File: src/rtl/zt_sram_pkg.sv
package zt_sram_pkg;

    // Operation held by each command stage
    typedef enum logic [1:0] {
        ZT_IDLE  = 2'd0,
        ZT_READ  = 2'd1,
        ZT_WRITE = 2'd2
    } zt_op_e;

endpackage

File: src/rtl/zt_burst_ctr.sv
module zt_burst_ctr #(
    parameter int BURST_W = 2
) (
    input  logic               clk,
    input  logic               rst_n,
    input  logic               load,
    input  logic               step,
    input  logic               il,
    input  logic [BURST_W-1:0] base_in,
    output logic [BURST_W-1:0] nxt_low
);

    typedef struct packed {
        logic [BURST_W-1:0] base;
        logic [BURST_W-1:0] cnt;
    } bst_t;

    bst_t st_d, st_q;
    logic [BURST_W-1:0] cnt_inc;

    always_comb begin
        st_d    = st_q;
        cnt_inc = st_q.cnt + 1'b1;
        if (load) begin
            st_d.base = base_in;
            st_d.cnt  = '0;
        end else if (step) begin
            st_d.cnt = cnt_inc;
        end
        // address of the next continue, counted from the loaded base
        nxt_low = il ? (st_q.base ^ cnt_inc) : (st_q.base + cnt_inc);
    end

    always_ff @(posedge clk or negedge rst_n) begin
        if (!rst_n) st_q <= '0;
        else        st_q <= st_d;
    end

endmodule

File: src/rtl/zt_ctrl.sv
module zt_ctrl
    import zt_sram_pkg::*;
#(
    parameter int ADDR_W  = 6,
    parameter int NBYTES  = 2,
    parameter int BURST_W = 2
) (
    input  logic              clk,
    input  logic              rst_n,
    input  logic              cke_n,
    input  logic              ce1_n,
    input  logic              ce2,
    input  logic              ce3_n,
    input  logic              we_n,
    input  logic              adv_ld,
    input  logic [NBYTES-1:0] bw_n,
    input  logic [ADDR_W-1:0] addr,
    input  logic              burst_il,
    output zt_op_e            s1_op,
    output logic [ADDR_W-1:0] s1_addr,
    output logic [NBYTES-1:0] s1_be,
    output zt_op_e            s2_op,
    output logic [ADDR_W-1:0] s2_addr,
    output logic [NBYTES-1:0] s2_be
);

    typedef struct packed {
        zt_op_e              op;
        logic [ADDR_W-1:0]   addr;
        logic [NBYTES-1:0]   be;
    } stage_t;

    stage_t s1_d, s1_q, s2_d, s2_q;
    logic   en, sel, ld, stp;
    logic [BURST_W-1:0] nxt_low;

    assign en  = !cke_n;
    assign sel = !ce1_n && ce2 && !ce3_n;
    assign ld  = en && !adv_ld && sel;
    assign stp = en && adv_ld && (s1_q.op != ZT_IDLE);

    zt_burst_ctr #(.BURST_W(BURST_W)) i_burst (
        .clk     (clk),
        .rst_n   (rst_n),
        .load    (ld),
        .step    (stp),
        .il      (burst_il),
        .base_in (addr[BURST_W-1:0]),
        .nxt_low (nxt_low)
    );

    always_comb begin
        s1_d = s1_q;
        s2_d = s2_q;
        if (en) begin
            s2_d = s1_q;
            if (adv_ld) begin
                if (s1_q.op == ZT_IDLE) begin
                    s1_d.op   = ZT_IDLE;
                    s1_d.addr = '0;
                    s1_d.be   = '0;
                end else begin
                    s1_d.op   = s1_q.op;
                    s1_d.addr = {s1_q.addr[ADDR_W-1:BURST_W], nxt_low};
                    s1_d.be   = (s1_q.op == ZT_WRITE) ? ~bw_n : '0;
                end
            end else if (!sel) begin
                s1_d.op   = ZT_IDLE;
                s1_d.addr = '0;
                s1_d.be   = '0;
            end else begin
                s1_d.op   = we_n ? ZT_READ : ZT_WRITE;
                s1_d.addr = addr;
                s1_d.be   = we_n ? '0 : ~bw_n;
            end
        end
    end

    always_ff @(posedge clk or negedge rst_n) begin
        if (!rst_n) begin
            s1_q.op   <= ZT_IDLE;
            s1_q.addr <= '0;
            s1_q.be   <= '0;
            s2_q.op   <= ZT_IDLE;
            s2_q.addr <= '0;
            s2_q.be   <= '0;
        end else begin
            s1_q <= s1_d;
            s2_q <= s2_d;
        end
    end

    assign s1_op   = s1_q.op;
    assign s1_addr = s1_q.addr;
    assign s1_be   = s1_q.be;
    assign s2_op   = s2_q.op;
    assign s2_addr = s2_q.addr;
    assign s2_be   = s2_q.be;

    AST_DESELECT_IDLE: assert property (@(posedge clk) disable iff (!rst_n)
        (!cke_n && !adv_ld && !sel) |=> (s1_q.op == ZT_IDLE));

    AST_STALL_FREEZE: assert property (@(posedge clk) disable iff (!rst_n)
        cke_n |=> (s1_q == $past(s1_q)) && (s2_q == $past(s2_q)));

    AST_STAGE_SHIFT: assert property (@(posedge clk) disable iff (!rst_n)
        !cke_n |=> (s2_q == $past(s1_q)));

    AST_BURST_UPPER: assert property (@(posedge clk) disable iff (!rst_n)
        (!cke_n && adv_ld && s1_q.op != ZT_IDLE) |=>
        (s1_q.addr[ADDR_W-1:BURST_W] == $past(s1_q.addr[ADDR_W-1:BURST_W]))
        && (s1_q.op == $past(s1_q.op)));

    AST_DESEL_CONTINUE: assert property (@(posedge clk) disable iff (!rst_n)
        (!cke_n && adv_ld && s1_q.op == ZT_IDLE) |=> (s1_q.op == ZT_IDLE));

endmodule

File: src/rtl/zt_array.sv
module zt_array #(
    parameter int ADDR_W = 6,
    parameter int NBYTES = 2,
    parameter int BYTE_W = 9
) (
    input  logic                     clk,
    input  logic                     rst_n,
    input  logic                     wr_en,
    input  logic [ADDR_W-1:0]        wr_addr,
    input  logic [NBYTES-1:0]        wr_be,
    input  logic [NBYTES*BYTE_W-1:0] wr_data,
    input  logic [ADDR_W-1:0]        rd_addr,
    output logic [NBYTES*BYTE_W-1:0] rd_data
);

    localparam int DEPTH = 1 << ADDR_W;
    localparam int DW    = NBYTES * BYTE_W;

    logic [DW-1:0] mem_d [DEPTH];
    logic [DW-1:0] mem_q [DEPTH];

    always_comb begin
        mem_d = mem_q;
        if (wr_en) begin
            for (int b = 0; b < NBYTES; b++) begin
                if (wr_be[b]) begin
                    mem_d[wr_addr][b*BYTE_W +: BYTE_W] = wr_data[b*BYTE_W +: BYTE_W];
                end
            end
        end
    end

    always_ff @(posedge clk or negedge rst_n) begin
        if (!rst_n) begin
            for (int i = 0; i < DEPTH; i++) mem_q[i] <= '0;
        end else begin
            mem_q <= mem_d;
        end
    end

    assign rd_data = mem_q[rd_addr];

    for (genvar g = 0; g < NBYTES; g++) begin : g_lane_chk
        AST_LANE_MASKED: assert property (@(posedge clk) disable iff (!rst_n)
            (wr_en && !wr_be[g]) |=>
            (mem_q[$past(wr_addr)][g*BYTE_W +: BYTE_W]
             == $past(mem_q[wr_addr][g*BYTE_W +: BYTE_W])));
    end

endmodule

File: src/rtl/zt_sram.sv
module zt_sram
    import zt_sram_pkg::*;
#(
    parameter int ADDR_W  = 6,
    parameter int NBYTES  = 2,
    parameter int BYTE_W  = 9,
    parameter int BURST_W = 2
) (
    input  logic                     clk,
    input  logic                     rst_n,
    input  logic                     cke_n,
    input  logic                     ce1_n,
    input  logic                     ce2,
    input  logic                     ce3_n,
    input  logic                     we_n,
    input  logic                     adv_ld,
    input  logic [NBYTES-1:0]        bw_n,
    input  logic [ADDR_W-1:0]        addr,
    input  logic                     pipe_mode,
    input  logic                     burst_il,
    input  logic                     oe_n,
    input  logic [NBYTES*BYTE_W-1:0] dq_i,
    output logic [NBYTES*BYTE_W-1:0] dq_o,
    output logic                     dq_oe
);

    localparam int DW = NBYTES * BYTE_W;

    typedef struct packed {
        logic [DW-1:0] data;
    } oreg_t;

    zt_op_e            s1_op, s2_op;
    logic [ADDR_W-1:0] s1_addr, s2_addr;
    logic [NBYTES-1:0] s1_be, s2_be;

    logic              wr_en;
    logic [ADDR_W-1:0] wr_addr;
    logic [NBYTES-1:0] wr_be;
    logic [DW-1:0]     rd_data, fwd_data;
    zt_op_e            dph_op;
    oreg_t             out_d, out_q;

    zt_ctrl #(.ADDR_W(ADDR_W), .NBYTES(NBYTES), .BURST_W(BURST_W)) i_ctrl (
        .clk      (clk),
        .rst_n    (rst_n),
        .cke_n    (cke_n),
        .ce1_n    (ce1_n),
        .ce2      (ce2),
        .ce3_n    (ce3_n),
        .we_n     (we_n),
        .adv_ld   (adv_ld),
        .bw_n     (bw_n),
        .addr     (addr),
        .burst_il (burst_il),
        .s1_op    (s1_op),
        .s1_addr  (s1_addr),
        .s1_be    (s1_be),
        .s2_op    (s2_op),
        .s2_addr  (s2_addr),
        .s2_be    (s2_be)
    );

    // the stage whose data phase is on the bus now
    always_comb begin
        dph_op  = pipe_mode ? s2_op   : s1_op;
        wr_addr = pipe_mode ? s2_addr : s1_addr;
        wr_be   = pipe_mode ? s2_be   : s1_be;
        wr_en   = !cke_n && (dph_op == ZT_WRITE);
    end

    zt_array #(.ADDR_W(ADDR_W), .NBYTES(NBYTES), .BYTE_W(BYTE_W)) i_array (
        .clk     (clk),
        .rst_n   (rst_n),
        .wr_en   (wr_en),
        .wr_addr (wr_addr),
        .wr_be   (wr_be),
        .wr_data (dq_i),
        .rd_addr (s1_addr),
        .rd_data (rd_data)
    );

    // bytes committed on this edge bypass the array into the output register
    for (genvar g = 0; g < NBYTES; g++) begin : g_fwd
        assign fwd_data[g*BYTE_W +: BYTE_W] =
            (wr_en && wr_be[g] && (wr_addr == s1_addr)) ?
            dq_i[g*BYTE_W +: BYTE_W] : rd_data[g*BYTE_W +: BYTE_W];
    end

    always_comb begin
        out_d = out_q;
        if (!cke_n) out_d.data = fwd_data;
    end

    always_ff @(posedge clk or negedge rst_n) begin
        if (!rst_n) out_q <= '0;
        else        out_q <= out_d;
    end

    assign dq_o  = pipe_mode ? out_q.data : rd_data;
    assign dq_oe = !oe_n && (dph_op == ZT_READ);

    AST_OE_FORCE_OFF: assert property (@(posedge clk) disable iff (!rst_n)
        oe_n |-> !dq_oe);

    AST_FT_WRITE_OFF: assert property (@(posedge clk) disable iff (!rst_n)
        (!pipe_mode && !cke_n && !adv_ld && !we_n && !ce1_n && ce2 && !ce3_n)
        |=> !dq_oe);

    AST_PIPE_HOLD: assert property (@(posedge clk) disable iff (!rst_n)
        (pipe_mode && cke_n) |=> $stable(dq_o));

endmodule

File: config.mk
export PLATFORM = sky130hd
export DESIGN_NAME = zt_sram
export DESIGN_NICKNAME = d
export VERILOG_FILES = /design/src/rtl/zt_sram_pkg.sv /design/src/rtl/zt_burst_ctr.sv /design/src/rtl/zt_ctrl.sv /design/src/rtl/zt_array.sv /design/src/rtl/zt_sram.sv
export SDC_FILE = /design/constraint.sdc
export NUM_CORES = 2
export LEC_CHECK = 0
export CELL_PAD_IN_SITES_DETAIL_PLACEMENT = 0
export CELL_PAD_IN_SITES_GLOBAL_PLACEMENT = 1
export CORE_ASPECT_RATIO = 1.1
export CORE_MARGIN = 2
export CORE_UTILIZATION = 54
export CTS_CLUSTER_DIAMETER = 200
export CTS_CLUSTER_SIZE = 10
export DETAILED_ROUTE_END_ITERATION = 10
export PLACE_DENSITY_LB_ADDON = 0.1
export SETUP_SLACK_MARGIN = 0.3
export SYNTH_ARGS = -nofsm -noshare
export SYNTH_HDL_FRONTEND = slang
export SYNTH_SLANG_ARGS = --single-unit
File: constraint.sdc
create_clock -name clk -period 3.56 [get_ports clk]
set_input_delay 0.534 -clock clk [delete_from_list [all_inputs] [get_ports clk]]
set_output_delay 0.534 -clock clk [all_outputs]
set_load 0.05 [all_outputs]
* After elaboration in Yosys (flattened, before gate mapping)
Cells that the tools add are included.
Storage, ports and cells: register bits after elaboration 1194, input bits 37, output and inout bits 19, logic and storage cells 138
Cells by class: $add $sub $neg 2, magnitude comparators 3, eq/ne operators 5, mux-type cells 27, bitwise operators 5, reductions and logical operators 22
Operator list (number):
- two-way mux 1152 bit | 3
- bitwise mux 1152 bit | 2
- demux 18 bit (select 6 bit) | 2
- binary-select mux 18 bit (select 6 bit) | 1
- two-way mux 18 bit | 4
- two-way mux 10 bit | 3
- two-way mux 9 bit | 3
- two-way mux 2 bit | 8
- >= comparator 7 bit (second input constant) | 2
- inverter 6 -> 7 bit | 2
- logical AND 1 bit | 13
- < comparator 7 x 1 -> 1 bit (second input constant) | 1
- == test 6 bit | 1
- two-way mux 6 bit | 1
- logical NOT 1 bit | 5
- == test 2 bit (second input constant) | 2
- nonzero test 2 bit | 2
- adder 2 x 1 -> 2 bit (second input constant) | 1
- adder 2 bit | 1
- == test 2 x 1 -> 1 bit (second input constant) | 1
- logical NOT 2 bit | 1
- inequality test 2 x 1 -> 1 bit (second input constant) | 1
- inverter 2 bit | 1
- AND reduction 2 bit | 1
- other kinds (2) | 2

* Logic depth before layout (Yosys ltp)
word-level depth 11, depth in mapped cells 10, mapped depth without buffers 7

* Hierarchy
Synthesis repeated with hierarchy kept, for this count alone.
Unflattened totals: cells, all modules 3562, area, all modules 55921.1 µm²
Modules (own cells, without submodules):
- zt_array | times used 1, cells each 3305, area each 53473.8 µm²
- zt_sram | times used 1, cells each 182, area each 1417.6 µm²
- zt_ctrl | times used 1, cells each 59, area each 818.3 µm²
- zt_burst_ctr | times used 1, cells each 16, area each 211.5 µm²

* Worst setup path after synthesis
OpenSTA, ideal clock, no wires.
path type register to output, start reg i_ctrl.s1_q (netlist bit i_ctrl.s1_addr[4]), end out dq_o[15], data arrival time 2.799 ns, slack 0.227 ns, cell stages (with the launch flop) 9, buffers on the path 3, path through dfrtp_1 > clkbuf_1 > clkbuf_1 > nor2_1 > clkbuf_1 > a22oi_1 > a21oi_1 > nor4_1 > o21ai_0
On the way: word-level cells in the longest chain between the ends 5
Ends and longest elaborated chain:
- start: declaration | line zt_ctrl.sv:33 | stage_t s1_d, s1_q, s2_d, s2_q;
- inverter 6 -> 7 bit (implied by the code) | line zt_array.sv:41 | assign rd_data = mem_q[rd_addr];
- binary-select mux 18 bit (select 6 bit) | line zt_array.sv:41
- two-way mux 18 bit (implied by the code) (2 in series) | line zt_array.sv:41
- two-way mux 18 bit | line zt_sram.sv:100 | assign dq_o = pipe_mode ? out_q.data : rd_data;
- end: declaration | line zt_sram.sv:23 | output logic [NBYTES*BYTE_W-1:0] dq_o,
Every way passes these cells. The select of a mux whose other input is x is not followed.

* Worst setup path after layout
start reg i_ctrl.s1_q (netlist bit i_ctrl.s1_addr[0]), end out dq_o[2]
The elaborated chain is that of the path after synthesis.

==> impl_metrics.yaml <==
floorplan:
  die_x_um: 305
  core_sq_mm: 0.0990
  initial_core_util_pct: 54.5
  die-height_um: 336
  die-area_sq_mm: 0.102
  rows: 121
  io_pins: 56
sta:
  setup_ws_ns: -0.462
  setup_viol: 18
  fin_skew_ns: 0.0252
  hold_viol: 0
  rsz0062_at_grt: "true"
  fin_tns_setup_ns: -6.81
  period_needed_ns: 4.02
  final_max_slew_viol_count: 0
  fmax_ghz: 0.249
  hold_ws_ns: 0.326
  worst_pin_slew_ns: 1.19
  finalCritPeriodShare_pct: 113
  slew_headroom_pct: 20.4
drt:
  dr.pass1.iters: 5
  detail-route-antenna-nets: 0
  routed_wirelength_mm: 148
  drcViolationCount: 0
  drt-initial-drc-count: 2259
  vias: 32200
  avgRoutedWirePerCell_um: 29.3
  vias_per_cell: 6.38
critical_path:
  crit_slowest_cell: "mux4_2"
  critPathMaxFanout: 12
  r2r_setup_slack_ns: 0.44
  cp.arrival_ns: 3.49
  cp-end-kind: "primary output"
  cp.required_ns: 3.03
  reg2reg_to: "i_array.mem_q[742]$_DFFE_PN0P_"
  r2r-start: "i_ctrl.s1_addr[3]$_DFFE_PN0P_"
  cp_cell_sequence: "buf_12 -> buf_16 -> buf_16 -> mux4_2 -> a22oi_2 -> a21oi_4 -> nor4_4 -> buf_4 -> o21ai_1 -> buf_12"
  max_stage_delay_ns: 0.54
  cp-start-kind: "flop"
  worstRegToRegCells: 5
  crit_family: "buffers and inverters"
  path_buf_inv: 5
  crit_type: "flop to primary output"
pwr:
  power.internal_mw: 21.5
  comb_power_share_pct: 7.5
  p_leak_nw: 30.2
  switchingPower_mw: 6.55
  clockPowerShare_pct: 43.8
  ir_worst_vdd_uv: 439
  sw_frac_of_total_pct: 23.4
  powerDensity_mw_per_mm2: 443
  power_frac_seq_pct: 48.7
  power_mw: 28.0
cts:
  cts_buffers: 137
  cts_root_buffer: "clkbuf_16"
  clockBufferDepth: 3
  cts_tree: "yes"
  cts.clk_slew.worst_paths_ns: 0.06
  cts.sinks: 1194
  insertion_delay_ns: 0.74
  htree_levels: 4
synth:
  yosysWarnings: 0
  syn-cell-area_sq_mm: 0.0540
  ys_ff_latch: 1194
  synth_nets: 3534
  async_reset_ff_share_pct: 100
  synth.avg_cell_area_sq_um: 15.4
  yosys.cell_types.count: 50
  ys.flop_type: "dfrtp_1"
  synth_edf_count: 0
  synthCells: 3496
  synth_seq_area_share_pct: 55.4
global_route:
  grt_util_met3_pct: 6.96
  grt_max_degree: 108
  grt_busiest_layer: "met2"
  grt-ovfl-total: 0
  grt_pass1_vias: 35200
  antenna_found_initial: 2
  grt_pass1_wl_mm: 225
  track_usage_pct: 29.6
  met1_usage_pct: 40.7
  use_met2_pct: 46.4
finish:
  nFillCells: 7159
  utilization_pct: 64.0
  drive_above_1_share_pct: 55.3
  instances_no_fill: 5052
  area_delta_synth_final_pct: 17.4
  nNetsFinal: 3782
hold_path:
  min_from: "dq_i[8]"
  holdPathEnd: "i_array.mem_q[512]$_DFFE_PN0P_"
  holdPathStages: 2
  hp-class: "primary input to flop"
placed_design:
  hpwl_mm: 96.1
  io_buffers: 55
  placed_cells: 4821
  gp_congestion: 0.866
run:
  cap_violations: 0
run_status:
  violations: "setup timing"
  status: "complete, but fails checks"
==> worst max-delay path by stage <==
stage	start	endpoint	slack, ns	cells past startpoint
2_1_floorplan	i_ctrl.s1_addr[0]$_DFFE_PN0N_	dq_o[10]	0.41	8
3_3_place_gp	i_ctrl.s1_addr[0]$_DFFE_PN0N_	dq_o[0]	-0.46	8
3_5_place_dp	i_ctrl.s1_addr[0]$_DFFE_PN0N_	dq_o[0]	-0.45	8
4_1_cts	i_ctrl.s1_addr[0]$_DFFE_PN0N_	dq_o[16]	-0.50	8
5_1_grt	i_ctrl.s1_addr[0]$_DFFE_PN0N_	dq_o[5]	-0.52	12
6_report	i_ctrl.s1_addr[0]$_DFFE_PN0N_	dq_o[2]	-0.46	10
==> metrics by stage <==
step                setup slack [ns]  instance area, sq um
global route                  -0.525                 63300
detailed placement            -0.452                 57400
CTS                           -0.505                 62500
finish                        -0.462                 63400
floorplan                      0.412                 54000
global placement              -0.459                 57400
==> Yosys cell counts (2+ instances only) <==
library cell	count	area [sq um]
o22ai_1	14	87.6
o211ai_1	2	15.0
a32oi_1	2	17.5
a221oi_1	7	61.3
and2_1	2	12.5
o31ai_1	2	15.0
clkbuf_1	195	732
buf_4	4	30.0
buf_2	35	175
nor3_1	4	20.0
mux2_1	109	1230
a22o_1	4	35.0
nor2_2	12	75.1
nand2b_1	3	18.8
o32a_1	3	30.0
xnor2_1	8	70.1
a31oi_1	4	25.0
mux2_2	1062	12000
dfrtp_1	1194	29900
a21oi_1	70	350
nand2_1	146	548
a22oi_1	138	1040
inv_1	11	41.3
and3b_1	2	17.5
buf_1	8	30.0
nor2_4	10	113
nand2_2	38	238
or2_2	3	18.8
o21ba_2	2	20.0
nand3_1	5	25.0
nor2b_1	3	18.8
mux2i_1	10	100
nand3b_1	2	15.0
nor2_1	30	113
o21ai_0	36	180
xor2_1	3	26.3
a2111oi_0	2	17.5
nand3_2	2	20.0
clkinv_1	2	7.51
nor4_1	16	100
mux4_2	282	6350
==> area by class of cell <==
cell class                      count  area, sq um  share of cell area [%]
Antenna cell                        2         5.00                 0.00790
Clock buffer                      145         3590                    5.66
Clock inverter                      9         93.8                   0.148
Inverter                           13         48.8                  0.0770
Multi-Input combinational cell   2047        24100                    38.1
Sequential cell                  1194        29900                    47.2
Tap cell                         1291         1620                    2.55
Timing Repair Buffer              351         3990                    6.30
==> placed cells by master (no fill, tap or decap), types with 50 or more instances in the layout <==
cell,synthesis,routed
buf_4,4,212
nand2_1,146,146
clkbuf_16,0,150
buf_12,0,59
mux2_2,1062,1060
mux4_2,282,282
mux2_1,109,109
a22oi_2,0,88
dfrtp_1,1194,1192
a22oi_1,138,50
==> kinds of logic after synthesis <==
| kind of cell | share of synthesized area (%) |
|---|---|
| adder cells (fa/ha/maj) | 0.0232 |
| XOR/XNOR | 0.179 |
| buffers and inverters | 1.88 |
| multiplexers | 36.4 |
| AND/OR/NAND/NOR | 2.55 |
| flip-flops | 55.4 |
| AO/OA/AOI/OAI | 3.59 |
==> power by group through the flow <==
stage	Sequential, mW	Combinational (mW)	Clock, mW
floorplan	13.9	0.894	0
global placement	13.9	1.77	0
detailed placement	13.9	1.81	0
CTS	13.7	2.02	12.5
global route	13.7	2.24	13.1
finish	13.7	2.10	12.3
==> metal layers <==
metal  up-vias  share of wire (%)  wire [um]
met3       239                6.1       9090
met2       847                 47      70300
met1     17600                 43      63900
met5         -             0.0088         13
met4         2                3.3       4820
li1      13600                  -          -
==> state kept, by name (all words and copies together), names as in the netlist <==
name	flops
i_array.mem_q	1152
out_q	18
i_ctrl.s1_addr	6
i_ctrl.s2_addr	6
i_ctrl.i_burst.st_q	4
i_ctrl.s1_be	2
i_ctrl.s1_op	2
i_ctrl.s2_be	2
i_ctrl.s2_op	2
==> what timing repair did <==
item	CTS	global route
cloned	10	4
hold endpoints to repair	53	0
endpoints found under the setup margin	22	18
pin swaps	42	33
buffers inserted	34	26
hold buffers	1	0
resized for setup	168	93
No activity file was read; power rests on OpenSTA's default activity.
